--- config.mk ---
export PLATFORM = sky130hd
export DESIGN_NAME = vsq_line_phase_seq
export DESIGN_NICKNAME = d
export VERILOG_FILES = /design/src/rtl/vsq_pkg.sv /design/src/rtl/vsq_regs.sv /design/src/rtl/vsq_phase.sv /design/src/rtl/vsq_frame.sv /design/src/rtl/vsq_line_phase_seq.sv
export SDC_FILE = /design/constraint.sdc
export NUM_CORES = 1
export LEC_CHECK = 0
export BUFFER_PORTS_ARGS = -buffer_cell sky130_fd_sc_hd__buf_2
export CORE_UTILIZATION = 32
export DETAILED_ROUTE_END_ITERATION = 10
export HOLD_SLACK_MARGIN = 0.05
export MAX_ROUTING_LAYER = met4
export PLACE_DENSITY_LB_ADDON = 0.25
export SLEW_MARGIN = 20
export SYNTH_ARGS = -nofsm -noshare
export SYNTH_HDL_FRONTEND = slang
export SYNTH_SLANG_ARGS = --single-unit
--- constraint.sdc ---
create_clock -name clk -period 10.6 [get_ports clk]
set_input_delay 0 -clock clk [delete_from_list [all_inputs] [get_ports clk]]
set_output_delay 0 -clock clk [all_outputs]
set_load 0.01 [all_outputs]
--- src/rtl/vsq_pkg.sv ---
package vsq_pkg;

   typedef enum logic [2:0] {
      REG_CTRL   = 3'd0,
      REG_FACTOR = 3'd1,
      REG_OFS0   = 3'd2,
      REG_OFS1   = 3'd3,
      REG_OFS2   = 3'd4,
      REG_OFS3   = 3'd5,
      REG_SHADOW = 3'd6
   } vsq_addr_e;

   localparam int CTL_EN_BIT    = 0;
   localparam int CTL_DOWN_BIT  = 4;
   localparam int CTL_FILT_BIT  = 8;
   localparam int CTL_FMODE_LSB = 12;
   localparam int CTL_LINES_LSB = 16;

   typedef enum logic [1:0] {
      FLD_PROG = 2'd0,
      FLD_PIN  = 2'd1,
      FLD_TOP  = 2'd2,
      FLD_BOT  = 2'd3
   } vsq_fmode_e;

   function automatic logic vsq_pick_field(input logic [1:0] fm, input logic pin);
      case (vsq_fmode_e'(fm))
         FLD_PIN: return pin;
         FLD_BOT: return 1'b1;
         default: return 1'b0;
      endcase
   endfunction

endpackage

--- src/rtl/vsq_regs.sv ---
module vsq_regs
   import vsq_pkg::*;
#(
   parameter int DATA_W     = 32,
   parameter int FACT_W     = 20,
   parameter int PH_W       = 21,
   parameter int CNT_W      = 14,
   parameter bit HAS_SHADOW = 1'b1
) (
   input  logic                clk,
   input  logic                rst_n,
   input  logic                wr_en,
   input  logic [2:0]          wr_addr,
   input  logic [DATA_W-1:0]   wr_data,
   input  logic                frame_start,
   output logic                cur_en,
   output logic                cur_down,
   output logic [CNT_W-1:0]    cur_lines_m1,
   output logic [FACT_W-1:0]   cur_factor,
   output logic                nxt_filt,
   output logic [1:0]          nxt_fmode,
   output logic [4*PH_W-1:0]   nxt_ofs
);
   localparam int OFS_LSB = 0;
   localparam int FAC_LSB = OFS_LSB + 4*PH_W;
   localparam int LIN_LSB = FAC_LSB + FACT_W;
   localparam int FM_LSB  = LIN_LSB + CNT_W;
   localparam int FILT_B  = FM_LSB + 2;
   localparam int DOWN_B  = FILT_B + 1;
   localparam int EN_B    = DOWN_B + 1;
   localparam int CFG_W   = EN_B + 1;
   localparam logic [FACT_W-1:0] UNITY = FACT_W'(1) << (FACT_W-1);

   if (DATA_W < CTL_LINES_LSB + CNT_W) begin : g_chk_data
      $error("vsq_regs: DATA_W too small for control layout");
   end
   if (PH_W > DATA_W || FACT_W > DATA_W) begin : g_chk_fields
      $error("vsq_regs: field wider than data bus");
   end

   logic              st_en, st_down, st_filt;
   logic [1:0]        st_fmode;
   logic [CNT_W-1:0]  st_lines;
   logic [FACT_W-1:0] st_fac;
   logic [PH_W-1:0]   st_ofs [4];
   logic [CFG_W-1:0]  st_cfg, cur_cfg, nxt_cfg;
   logic [FACT_W-1:0] wr_fac;

   assign wr_fac = (wr_data[FACT_W-1:0] > UNITY) ? UNITY : wr_data[FACT_W-1:0];

   always_ff @(posedge clk) begin
      if (!rst_n) begin
         st_en    <= 1'b0;
         st_down  <= 1'b0;
         st_filt  <= 1'b0;
         st_fmode <= '0;
         st_lines <= '0;
         st_fac   <= '0;
      end else if (wr_en) begin
         if (wr_addr == REG_CTRL) begin
            st_en    <= wr_data[CTL_EN_BIT];
            st_down  <= wr_data[CTL_DOWN_BIT];
            st_filt  <= wr_data[CTL_FILT_BIT];
            st_fmode <= wr_data[CTL_FMODE_LSB +: 2];
            st_lines <= wr_data[CTL_LINES_LSB +: CNT_W];
         end
         if (wr_addr == REG_FACTOR) st_fac <= wr_fac;
      end
   end

   for (genvar g = 0; g < 4; g++) begin : g_ofs
      always_ff @(posedge clk) begin
         if (!rst_n)
            st_ofs[g] <= '0;
         else if (wr_en && wr_addr == 3'(REG_OFS0 + g))
            st_ofs[g] <= wr_data[PH_W-1:0];
      end
   end

   assign st_cfg = {st_en, st_down, st_filt, st_fmode, st_lines, st_fac,
                    st_ofs[3], st_ofs[2], st_ofs[1], st_ofs[0]};

   if (HAS_SHADOW) begin : g_shadow
      logic             shadow_on;
      logic             take;
      logic [CFG_W-1:0] wk_cfg;

      always_ff @(posedge clk) begin
         if (!rst_n)
            shadow_on <= 1'b0;
         else if (wr_en && wr_addr == REG_SHADOW)
            shadow_on <= wr_data[0];
      end

      assign take = !shadow_on || frame_start;

      always_ff @(posedge clk) begin
         if (!rst_n)
            wk_cfg <= '0;
         else if (take)
            wk_cfg <= st_cfg;
      end

      assign cur_cfg = wk_cfg;
      assign nxt_cfg = take ? st_cfg : wk_cfg;
   end else begin : g_direct
      assign cur_cfg = st_cfg;
      assign nxt_cfg = st_cfg;
   end

   assign cur_en       = cur_cfg[EN_B];
   assign cur_down     = cur_cfg[DOWN_B];
   assign cur_lines_m1 = cur_cfg[LIN_LSB +: CNT_W];
   assign cur_factor   = cur_cfg[FAC_LSB +: FACT_W];
   assign nxt_filt     = nxt_cfg[FILT_B];
   assign nxt_fmode    = nxt_cfg[FM_LSB +: 2];
   assign nxt_ofs      = nxt_cfg[OFS_LSB +: 4*PH_W];

endmodule

--- src/rtl/vsq_phase.sv ---
module vsq_phase #(
   parameter int IDX_W  = 14,
   parameter int FRAC_W = 19,
   parameter int FACT_W = 20,
   parameter int PH_W   = 21
) (
   input  logic              clk,
   input  logic              rst_n,
   input  logic              start,
   input  logic [PH_W-1:0]   start_ofs,
   input  logic              step,
   input  logic              en,
   input  logic              down,
   input  logic [FACT_W-1:0] factor,
   output logic              emit,
   output logic [IDX_W-1:0]  idx,
   output logic [FRAC_W-1:0] weight,
   output logic              clamp
);
   localparam int ACC_W = IDX_W + FRAC_W + 1;
   localparam logic signed [ACC_W-1:0] ONE_S = ACC_W'(1) << FRAC_W;

   if (FACT_W != FRAC_W + 1) begin : g_chk_fact
      $error("vsq_phase: FACT_W must be FRAC_W+1");
   end
   if (ACC_W <= PH_W) begin : g_chk_acc
      $error("vsq_phase: accumulator narrower than phase offset");
   end

   logic signed [ACC_W-1:0] acc_q, acc_d, sum, fac_ext, ofs_ext, mag;
   logic [IDX_W-1:0]        cnt_q, cnt_d;
   logic                    carry;

   assign fac_ext = signed'({{(ACC_W-FACT_W){1'b0}}, factor});
   assign ofs_ext = signed'({{(ACC_W-PH_W){start_ofs[PH_W-1]}}, start_ofs});
   assign sum     = acc_q + fac_ext;
   assign carry   = (sum >= ONE_S);
   assign mag     = -acc_q;

   always_comb begin
      acc_d  = acc_q;
      cnt_d  = cnt_q;
      emit   = 1'b0;
      idx    = '0;
      weight = '0;
      clamp  = 1'b0;
      if (start) begin
         acc_d = ofs_ext;
         cnt_d = '0;
      end else if (step) begin
         if (!en) begin
            emit  = 1'b1;
            idx   = cnt_q;
            cnt_d = cnt_q + 1'b1;
         end else if (down) begin
            cnt_d = cnt_q + 1'b1;
            acc_d = carry ? (sum - ONE_S) : sum;
            if (carry) begin
               emit   = 1'b1;
               idx    = cnt_q;
               weight = sum[FRAC_W-1:0];
            end
         end else begin
            emit  = 1'b1;
            acc_d = sum;
            if (acc_q[ACC_W-1]) begin
               clamp  = 1'b1;
               weight = mag[FRAC_W-1:0];
            end else begin
               idx    = acc_q[FRAC_W +: IDX_W];
               weight = acc_q[FRAC_W-1:0];
            end
         end
      end
   end

   always_ff @(posedge clk) begin
      if (!rst_n) begin
         acc_q <= '0;
         cnt_q <= '0;
      end else begin
         acc_q <= acc_d;
         cnt_q <= cnt_d;
      end
   end

endmodule

--- src/rtl/vsq_frame.sv ---
module vsq_frame #(
   parameter int CNT_W = 14
) (
   input  logic             clk,
   input  logic             rst_n,
   input  logic             start,
   input  logic             strobe,
   input  logic             emit,
   input  logic [CNT_W-1:0] lines_m1,
   output logic             accept,
   output logic             last
);
   logic             active_q;
   logic [CNT_W-1:0] cnt_q;

   assign accept = strobe && active_q && !start;
   assign last   = emit && (cnt_q == lines_m1);

   always_ff @(posedge clk) begin
      if (!rst_n) begin
         active_q <= 1'b0;
         cnt_q    <= '0;
      end else if (start) begin
         active_q <= 1'b1;
         cnt_q    <= '0;
      end else if (emit) begin
         if (last) active_q <= 1'b0;
         else      cnt_q    <= cnt_q + 1'b1;
      end
   end

endmodule

--- src/rtl/vsq_line_phase_seq.sv ---
module vsq_line_phase_seq
   import vsq_pkg::*;
#(
   parameter int DATA_W     = 32,
   parameter int IDX_W      = 14,
   parameter int FRAC_W     = 19,
   parameter int CNT_W      = 14,
   parameter bit HAS_SHADOW = 1'b1
) (
   input  logic              clk,
   input  logic              rst_n,
   input  logic              wr_en,
   input  logic [2:0]        wr_addr,
   input  logic [DATA_W-1:0] wr_data,
   input  logic              frame_start,
   input  logic              field_in,
   input  logic              line_strobe,
   output logic              out_valid,
   output logic [IDX_W-1:0]  src_idx,
   output logic [FRAC_W-1:0] weight,
   output logic              clamped,
   output logic              done,
   output logic              enabled
);
   localparam int FACT_W = FRAC_W + 1;
   localparam int PH_W   = FRAC_W + 2;

   logic              cur_en, cur_down, nxt_filt, fld;
   logic [1:0]        nxt_fmode;
   logic [CNT_W-1:0]  cur_lines_m1;
   logic [FACT_W-1:0] cur_factor;
   logic [4*PH_W-1:0] nxt_ofs;
   logic [PH_W-1:0]   sel_ofs;
   logic [1:0]        ofs_sel;
   logic              accept, emit, clamp_c, last;
   logic [IDX_W-1:0]  idx_c;
   logic [FRAC_W-1:0] weight_c;

   vsq_regs #(
      .DATA_W(DATA_W), .FACT_W(FACT_W), .PH_W(PH_W),
      .CNT_W(CNT_W), .HAS_SHADOW(HAS_SHADOW)
   ) u_regs (
      .clk(clk), .rst_n(rst_n), .wr_en(wr_en), .wr_addr(wr_addr),
      .wr_data(wr_data), .frame_start(frame_start),
      .cur_en(cur_en), .cur_down(cur_down), .cur_lines_m1(cur_lines_m1),
      .cur_factor(cur_factor), .nxt_filt(nxt_filt), .nxt_fmode(nxt_fmode),
      .nxt_ofs(nxt_ofs)
   );

   assign fld     = vsq_pick_field(nxt_fmode, field_in);
   assign ofs_sel = {nxt_filt, fld};
   assign sel_ofs = nxt_ofs[ofs_sel*PH_W +: PH_W];

   vsq_frame #(.CNT_W(CNT_W)) u_frame (
      .clk(clk), .rst_n(rst_n), .start(frame_start), .strobe(line_strobe),
      .emit(emit), .lines_m1(cur_lines_m1), .accept(accept), .last(last)
   );

   vsq_phase #(
      .IDX_W(IDX_W), .FRAC_W(FRAC_W), .FACT_W(FACT_W), .PH_W(PH_W)
   ) u_phase (
      .clk(clk), .rst_n(rst_n), .start(frame_start), .start_ofs(sel_ofs),
      .step(accept), .en(cur_en), .down(cur_down), .factor(cur_factor),
      .emit(emit), .idx(idx_c), .weight(weight_c), .clamp(clamp_c)
   );

   always_ff @(posedge clk) begin
      if (!rst_n) begin
         out_valid <= 1'b0;
         src_idx   <= '0;
         weight    <= '0;
         clamped   <= 1'b0;
         done      <= 1'b0;
      end else begin
         out_valid <= emit;
         src_idx   <= idx_c;
         weight    <= weight_c;
         clamped   <= clamp_c;
         done      <= last;
      end
   end

   assign enabled = cur_en;

endmodule

# Word-level counts from Yosys, hierarchy flattened
# Memory sizes are Yosys's and may differ from the RTL's.
# Cells that the tools add are included.
[totals] register_bits=262 ram_bits=84 inputBits=41 output_inout_bits=37 elab_cells=115 mem_count=1
[classes] addsub=5 multipliers=1 n_lt_le_gt_ge=2 n_eq_ne=10 shifts=1 muxes=43 bitwise=8 n_reduce_logical=26
[mem_list] name="u_regs.st_ofs" words=4 width=21 read_ports=4 rd_clocked_by_memory_dff=0 write_ports=4 line="vsq_regs.sv:45" text="logic [PH_W-1:0] st_ofs [4];"
[ops] cell="$mux 34" count=5
[ops] cell="$mux 121" count=1
[ops] cell="$mux 14" count=6
[ops] cell="$mux 21" count=4
[ops] cell="$shiftx 84x8->21" count=1
[ops] cell="$mux 19" count=3
[ops] cell="$add 34x21->34" count=1
[ops] cell="$ge 34x21->1 const B" count=1
[ops] cell="$sub 34x21->34 const B" count=1
[ops] cell="$add 14x1->14 const B" count=2
[ops] cell="$mux 1" count=22
[ops] cell="$gt 20x20->1 const B" count=1
[ops] cell="$mux 20" count=1
[ops] cell="$neg 19->19" count=1
[ops] cell="$eq 14x14->1" count=1
[ops] cell="$reduce_and 2->1" count=6
[ops] cell="$eq 3x3->1 const B" count=3
[ops] cell="$logic_and 1x1->1" count=8
[ops] cell="$reduce_bool 2->1" count=4
[ops] cell="$mul 2x5->7 const B" count=1
[ops] cell="$eq 3x2->1 const B" count=2
[ops] cell="$reduce_or 5->1" count=1
[ops] cell="$not 1->1" count=4
[ops] cell="$or 1x1->1" count=4
[ops] cell="11 further kinds" count=12

# Logic depth before layout (Yosys ltp)
# Gate-level depths: netlist of run 1.
[logic_depth] ltp_word=11 mapped_depth=17

# Modules after synthesis
# A second synthesis of run 1 with hierarchy kept.
[hier_totals] hier_cells=1709 hier_area_um2=16992.5
[by_module_without_submodules] module="vsq_regs" instances=1 cells_per_inst=847 area_each_um2=9766.9 seq_area_each_um2=5785.5
[by_module_without_submodules] module="vsq_phase" instances=1 cells_per_inst=651 area_each_um2=4837.1 seq_area_each_um2=960.9
[by_module_without_submodules] module="vsq_line_phase_seq" instances=1 cells_per_inst=101 area_each_um2=1472.7 seq_area_each_um2=720.7
[by_module_without_submodules] module="vsq_frame" instances=1 cells_per_inst=110 area_each_um2=915.9 seq_area_each_um2=300.3

# Worst setup path before layout of run 1
# Ideal clock, no wire load.
[synth_timing] path_kind="register to register" start="register u_phase.acc_q[0]" end="register src_idx[8]" setup_time_ps=128 arrival_ps=3502 t_required_ps=10472 slack_ps=6971 path_stages_with_launch=16 synth_period_minus_slack_ps=3629 path_cell_list="dfxtp_1 -> ha_1 -> inv_1 -> fa_1 -> nor2b_2 -> o2111ai_1 -> a2111o_1 -> a311oi_2 -> xnor2_1 -> o221ai_2 -> nor3_4 -> a41oi_2 -> nand2b_4 -> buf_2 -> a22oi_1 -> nor2_1"
[synth_via] elab_chain_cells=5
[synth_rtl] item="start: declaration" line="vsq_phase.sv:30" text="logic signed [ACC_W-1:0] acc_q, acc_d, sum, fac_ext, ofs_ext, mag;"
[synth_rtl] item="start signal: assignment" line="vsq_phase.sv:79" text="acc_q <= '0;"
[synth_rtl] item="start signal: assignment" line="vsq_phase.sv:82" text="acc_q <= acc_d;"
[synth_rtl] item="$add 34x21->34" line="vsq_phase.sv:36" text="assign sum = acc_q + fac_ext;"
[synth_rtl] item="$ge 34x21->1" line="vsq_phase.sv:37" text="assign carry = (sum >= ONE_S);"
[synth_rtl] item="$mux 14" line="vsq_phase.sv:58" text="if (carry) begin"
[synth_rtl] item="$mux 14" line="vsq_phase.sv:55" text="end else if (down) begin"
[synth_rtl] item="$mux 14" line="vsq_phase.sv:51" text="if (!en) begin"
[synth_rtl] item="end signal: assignment" line="vsq_line_phase_seq.sv:76" text="src_idx <= idx_c;"
[synth_rtl] item="end: declaration" line="vsq_line_phase_seq.sv:19" text="output logic [IDX_W-1:0] src_idx,"
# No other way between the ends.
# A chain may end at the register's enable or synchronous reset.

# Worst setup path in the final report of run 1
[layout_timing] start="register u_phase.acc_q[0]" end="register u_phase.acc_q[23]"
[layout_via] elab_chain_cells=7 elab_cells_between_ends=8 classes_between="add/sub: 2; order compare: 1; mux: 5"
[layout_rtl] item="$add 34x21->34 (*)" line="vsq_phase.sv:36"
[layout_rtl] item="$sub 34x21->34 / $ge 34x21->1 (equally long branches)" line="vsq_phase.sv:57, vsq_phase.sv:37"
[layout_rtl] item="$mux 34" line="vsq_phase.sv:57" text="acc_d = carry ? (sum - ONE_S) : sum;"
[layout_rtl] item="$mux 34 (*)" line="vsq_phase.sv:55"
[layout_rtl] item="$mux 34 (*)" line="vsq_phase.sv:51"
[layout_rtl] item="$mux 34 (*)" line="vsq_phase.sv:50" text="end else if (step) begin"
[layout_rtl] item="$mux 34 (*)" line="vsq_phase.sv:47" text="if (start) begin"
# Every way passes the cells marked *; elsewhere a longest branch is shown, timed or not. The select of a mux whose other input is x is not followed.

==> results of run 1 <==
[final cells by class]
| cell class | instances | area (sq um) |
|---|---|---|
| tap | 539 | 674 |
| inverter | 28 | 105 |
| multi-input combinational | 1069 | 6970 |
| clock buffer | 43 | 886 |
| fill | 4232 | 26100 |
| clock inverter | 15 | 156 |
| timing repair buffer | 146 | 1050 |
| sequential | 274 | 6330 |
[routing by layer]
metal / up-vias / routed length (microns)
met5: - / 0
met4: 0 / 829
met3: 48 / 1550
met2: 216 / 17100
met1: 5216 / 18500
li1: 5389 / -
[power by group]
part	internal [mW]	total [mW]	leakage (nW)	switching, mW
Combinational	0.0855	0.213	3.09	0.128
Clock	0.636	1.09	0.501	0.451
Sequential	1.12	1.15	2.35	0.0292
[stage by stage]
step	area, sq um	hold WS [ns]
2_1_floorplan	13800	0.145
3_3_place_gp	14600	0.255
3_5_place_dp	14600	0.260
4_1_cts	16200	0.0767
5_1_grt	16200	0.123
6_report	16200	0.105
[cell usage after synthesis, drive strengths merged (7+ instances only)]
master    n
buf      20
dfxtp   190
mux2i    32
inv      26
nor2    109
a21oi    69
xnor2    52
or3       7
edfxtp   84
a21o     12
ha       24
mux4      8
a22oi    46
xor2     27
nor2b    48
a21boi   71
nor3     16
o21ai    48
nand2b    7
nor4      7
nand3    31
and3     15
a211oi   28
nand2   198
nor3b    10
clkbuf   81
a222oi   12
and2     96
nand4    14
[worst paths after layout]
kind	endpoint	slack [ns]	depth (start not counted)
worst max register to register	u_phase.acc_q[23]$_SDFFE_PN0P_	5.95	15
worst min-delay path	u_phase.acc_q[15]$_SDFFE_PN0P_	0.11	2
worst min register to register	u_regs.cur_cfg[80]$_SDFF_PN0_	0.46	2
worst max-delay path	u_phase.acc_q[23]$_SDFFE_PN0P_	5.95	15
[critical path, stage by stage, from the launching register on]
cell and delay (ns):
dfxtp_1 0.39, ha_1 0.19, inv_1 0.05, fa_1 0.42, nor2b_2 0.17, o2111ai_1 0.22
a2111o_1 0.58, a311oi_2 0.34, xnor2_1 0.21, o221ai_2 0.25, nor3_4 0.44, a41oi_2 0.43
buf_4 0.36, a21boi_2 0.14, o21ai_1 0.07, a221oi_1 0.26
[sequential cells by signal, indices dropped and copies added, names as in the netlist]
register / flops
clamped: 1
done: 1
out_valid: 1
src_idx: 14
u_frame.active_q: 1
u_frame.cnt_q: 14
u_phase.acc_q: 34
u_phase.cnt_q: 14
u_regs.cur_cfg: 51
u_regs.g_shadow.shadow_on: 1
u_regs.st_down: 1
u_regs.st_en: 1
u_regs.st_fac: 20
u_regs.st_filt: 1
u_regs.st_fmode: 2
u_regs.st_lines: 14
u_regs.st_ofs: 84
weight: 19
[kinds of logic (layout without fill, tap and decap cells)]
| family | after synthesis | count (layout) | synth area share |
|---|---|---|---|
| AO/OA/AOI/OAI | 342 | 342 | 0.177 |
| XOR/XNOR | 79 | 79 | 0.0502 |
| adder cells (fa/ha/maj) | 25 | 25 | 0.0232 |
| buffers and inverters | 129 | 232 | 0.0389 |
| flip-flops | 274 | 274 | 0.459 |
| multiplexers | 46 | 46 | 0.0412 |
| AND/OR/NAND/NOR | 577 | 577 | 0.211 |
[repair_timing]
action                    in CTS  in global routing
hold endpoints to repair     163                  0
hold buffers                  54                  0
buffers inserted               0                  0
==> flow_summary.json, run 1 <==
{
  "status": "finished clean",
  "initial_core_util": 0.326,
  "firstDrtPassIters": 6,
  "final_common_cell": "nand2_1",
  "grt_pass1_wl_microns": 60400,
  "drt-total-wl_microns": 38000,
  "p_total_mw": 2.45,
  "layoutNonFillerInstCount": 2114,
  "cp-startpoint": "u_phase.acc_q[0]$_SDFFE_PN0P_",
  "synth_top_cell_area_share": 0.276,
  "drt-initial-drc-count": 819,
  "hpwl_microns": 25700,
  "finish.utilization": 0.383,
  "crit_type": "flip-flop to flip-flop",
  "relSlewSlack": 0.334,
  "tritoncts": "built",
  "wire_per_inst_microns": 18.0,
  "fp.coreArea_sq_um": 42200,
  "dp_cells": 2002,
  "die_y_microns": 210,
  "skew_ns": 0.0233,
  "cts_buffers": 31,
  "antenna_found_initial": 0,
  "synth_nets": 1538,
  "numPortBuffers": 75,
  "rsz0062_at_grt": "no",
  "p_leak_nw": 5.95,
  "clk_pin_slew_worst_paths_ns": 0.07,
  "yosys_warnings": 0,
  "ys_types": 90,
  "grt_usage": 0.179,
  "h-tree-depth": 1,
  "grt_use_met3": 0.0226,
  "pre_cts_ws_ns": 6.05,
  "final-hold-violation-count": 0,
  "die_w_microns": 210,
  "ys_seq_area_frac": 0.459,
  "max_freq_mhz": 215,
  "yosys.area.top_type": "dfxtp_1",
  "worst_slack_ns": 5.95,
  "powerDensity_nw_per_um2": 151,
  "synthFlopType": "dfxtp_1",
  "cts-root-buf": "clkbuf_16",
  "critical_path_arrival_ns": 5.13,
  "overflow": 0,
  "syn_area_per_cell_sq_um": 9.36,
  "num_rows": 75,
  "layout_common_cells": "nand2_1, dfxtp_1, nor2_1",
  "fin_nets": 1616,
  "antennaDiodeCount": 0,
  "gp_congestion": 0.897,
  "endpoint_kind": "flip-flop",
  "worstHoldPathType": "primary input to flip-flop",
  "clockBufferDepth": 3,
  "grt_use_met1": 0.245,
  "ys_seq_elements": 274,
  "die-area_sq_um": 43900,
  "tightest_slew_ns": 0.996,
  "io_pins": 78,
  "grt_max_degree": 84,
  "drc": 0,
  "use_met2": 0.278,
  "vdd_drop_max_uv": 125,
  "grt_pass1_vias": 10500,
  "clk_latency_ns": 0.59,
  "slew_violations": 0,
  "finalCritPeriodShare": 0.438,
  "cp_max_fo": 22,
  "syn_inst": 1472,
  "setup_viol": 0,
  "cts-resized-gates": 0,
  "max_cap_viol_count": 0,
  "reg2reg_from": "u_phase.acc_q[0]$_SDFFE_PN0P_",
  "synthTopCellsByArea": "dfxtp_1, edfxtp_1, nand2_1, and2_1, a21boi_0",
  "startpoint_type": "flip-flop",
  "period_minus_slack_ns": 4.65,
  "ant_nets": 0,
  "syn_area_sq_um": 13800,
  "viasPerCell": 5.14,
  "synth_edf_count": 84,
  "busiest_layer": "met2",
  "syn_to_final_growth_pct": 17.3,
  "fin_tns_setup_ns": 0,
  "crit_required_ns": 11.08,
  "drive_gt1_frac": 0.129,
  "cts.sink_count": 274,
  "synthArstFlopShare": 0,
  "min_from": "frame_start",
  "vias": 10900
}
(Power assumes the default switching activity.)
==> run 2: changes to the inputs <==
- clock period: 10.6 -> 4 ns (I/O delays scaled with it)
==> run 2 against run 1 <==
Compared with the run above:
- sequential cell count stayed put
- sequential power grew to 2.6 times the previous value
- clock skew grew 0.0021 ns
- final area grew 0.29%
- largest cell class unchanged
- highest routed layer unchanged
==> flow_summary.json, run 2 (synthesized netlist as in run 1, its figures left out) <==
{
  "status": "finished clean",
  "critical_path_arrival_ns": 4.31,
  "routed.top_layer": "met4",
  "cp_top_family": "compound AO/OA/AOI/OAI gates",
  "initial_core_util": 0.326,
  "h-tree-depth": 1,
  "wire_per_inst_microns": 18.3,
  "grt_usage": 0.182,
  "syn_to_final_growth_pct": 17.6,
  "startpoint_type": "flip-flop",
  "antenna_found_initial": 0,
  "fin_nets": 1625,
  "cp_slowest_cell": "a2111o_1",
  "skew_ns": 0.0254,
  "die-area_sq_um": 43900,
  "vias": 11000,
  "viasPerCell": 5.17,
  "slew_violations": 0,
  "setup_viol": 0,
  "tightest_slew_ns": 1.04,
  "largest-register": "u_regs.st_ofs",
  "worstHoldPathType": "primary input to flip-flop",
  "io_pins": 78,
  "vdd_drop_max_uv": 389,
  "relSlewSlack": 0.303,
  "wl_met1_microns": 19000,
  "cts_buffers": 30,
  "regToRegSetupSlack_ns": 0.15,
  "gp_congestion": 0.951,
  "crit_type": "flip-flop to flip-flop",
  "firstDrtPassIters": 7,
  "clk_pin_slew_worst_paths_ns": 0.06,
  "cts-root-buf": "clkbuf_16",
  "met3_length_microns": 1590,
  "final-hold-violation-count": 0,
  "layoutNonFillerInstCount": 2122,
  "max_stage_delay_ns": 0.51,
  "num_rows": 75,
  "numPortBuffers": 75,
  "layout_common_cells": "nand2_1, dfxtp_1, nor2_1",
  "cts.sink_count": 274,
  "clockBufferDepth": 3,
  "ant_nets": 0,
  "fin_tns_setup_ns": 0,
  "die_y_microns": 210,
  "drt-initial-drc-count": 809,
  "rsz0062_at_grt": "yes",
  "drive_gt1_frac": 0.144,
  "fp.coreArea_sq_um": 42200,
  "overflow": 0,
  "grt_pass1_vias": 10500,
  "endpoint_kind": "flip-flop",
  "fill_cells": 4257,
  "met2_length_microns": 17400,
  "dp_cells": 2027,
  "cp_cell_sequence": "ha_1, inv_1, fa_1, nor2b_2, o2111ai_2, a2111o_1, a311oi_2, xnor2_1, and2_4, nand3_1, and4b_1, buf_12, nor3b_2, a21oi_1, a31o_2",
  "grt_max_degree": 60,
  "finalCritPeriodShare": 0.963,
  "hpwl_microns": 26800,
  "die_w_microns": 210,
  "tritoncts": "built",
  "drc": 0,
  "largest_reg_flops": 84,
  "final_common_cell": "nand2_1",
  "drt-total-wl_microns": 38800,
  "max_freq_mhz": 260,
  "cp_max_fo": 8,
  "grt_pass1_wl_microns": 61200,
  "p_total_mw": 6.45,
  "clk_latency_ns": 0.58,
  "crit_required_ns": 4.45,
  "period_minus_slack_ns": 3.85,
  "crit_buf_inv": 2,
  "max_cap_viol_count": 0,
  "p_leak_nw": 5.96,
  "powerDensity_nw_per_um2": 398,
  "antennaDiodeCount": 0
}
## run 2: cell count changes in the layout (fill, tap and decap cells not counted), sizes merged
| cell | change |
|---|---|
| buf | +27 |
| dlygate4sd3 | -17 |
| clkinvlp | -4 |
| clkbuf | -4 |
| inv | -1 |
| bufinv | +2 |
| clkinv | +5 |
## run 2: stage by stage
stage	hold WS (ns)	setup slack [ns]	instance area (sq um)	utilization
2_1_floorplan	0.145	0.371	13800	-
3_3_place_gp	0.256	0.145	14800	0.350
3_5_place_dp	0.263	0.0388	14800	0.350
4_1_cts	0.203	0.0274	16200	0.383
5_1_grt	0.246	-0.0494	16200	0.384
6_report	0.238	0.147	16200	0.384
## run 2: final cells by class
type | count | area (sq um) | area share
clock buffer | 39 | 805 | 0.0496
clock inverter | 17 | 195 | 0.0120
inverter | 28 | 105 | 0.00648
multi-input combinational | 1069 | 7000 | 0.432
sequential | 274 | 6330 | 0.390
tap | 539 | 674 | 0.0416
timing repair buffer | 156 | 1100 | 0.0681
## run 2: worst paths after layout
path / from / end / cells past startpoint
max reg2reg: u_regs.cur_cfg[84]$_SDFFE_PN0N_ / u_frame.cnt_q[6]$_SDFFE_PP0P_ / 15
max: u_regs.cur_cfg[84]$_SDFFE_PN0N_ / u_frame.cnt_q[6]$_SDFFE_PP0P_ / 15
min reg2reg: u_regs.st_lines[5]$_SDFFE_PN0P_ / u_regs.cur_cfg[109]$_SDFFE_PN0N_ / 2
min: wr_data[25] / u_regs.st_lines[9]$_SDFFE_PN0P_ / 4
## run 2: routing by layer
| layer | vias to the layer above | track usage |
|---|---|---|
| met5 | - | - |
| met4 | 0 | 0.0476 |
| met3 | 47 | 0.0208 |
| met2 | 237 | 0.281 |
| met1 | 5292 | 0.251 |
| li1 | 5394 | - |
## run 2: timing repair
| action | CTS | global route |
|---|---|---|
| endpoints found under the hold margin | 149 | 0 |
| resized for setup | 0 | 9 |
| hold buffers | 37 | 0 |
| setup endpoints to repair | 0 | 58 |
| buffers inserted | 0 | 2 |
## run 2: tightest hold or removal path, stage by stage
cell           delay [ns]
dlygate4sd3_1        0.53
buf_2                0.12
nand2_1              0.04
a21boi_0             0.06
## run 2: report_power, final
| group | total [mW] | internal, mW | switching [mW] |
|---|---|---|---|
| sequential | 3.04 | 2.96 | 0.0757 |
| combinational | 0.600 | 0.244 | 0.356 |
| clock | 2.81 | 1.67 | 1.14 |
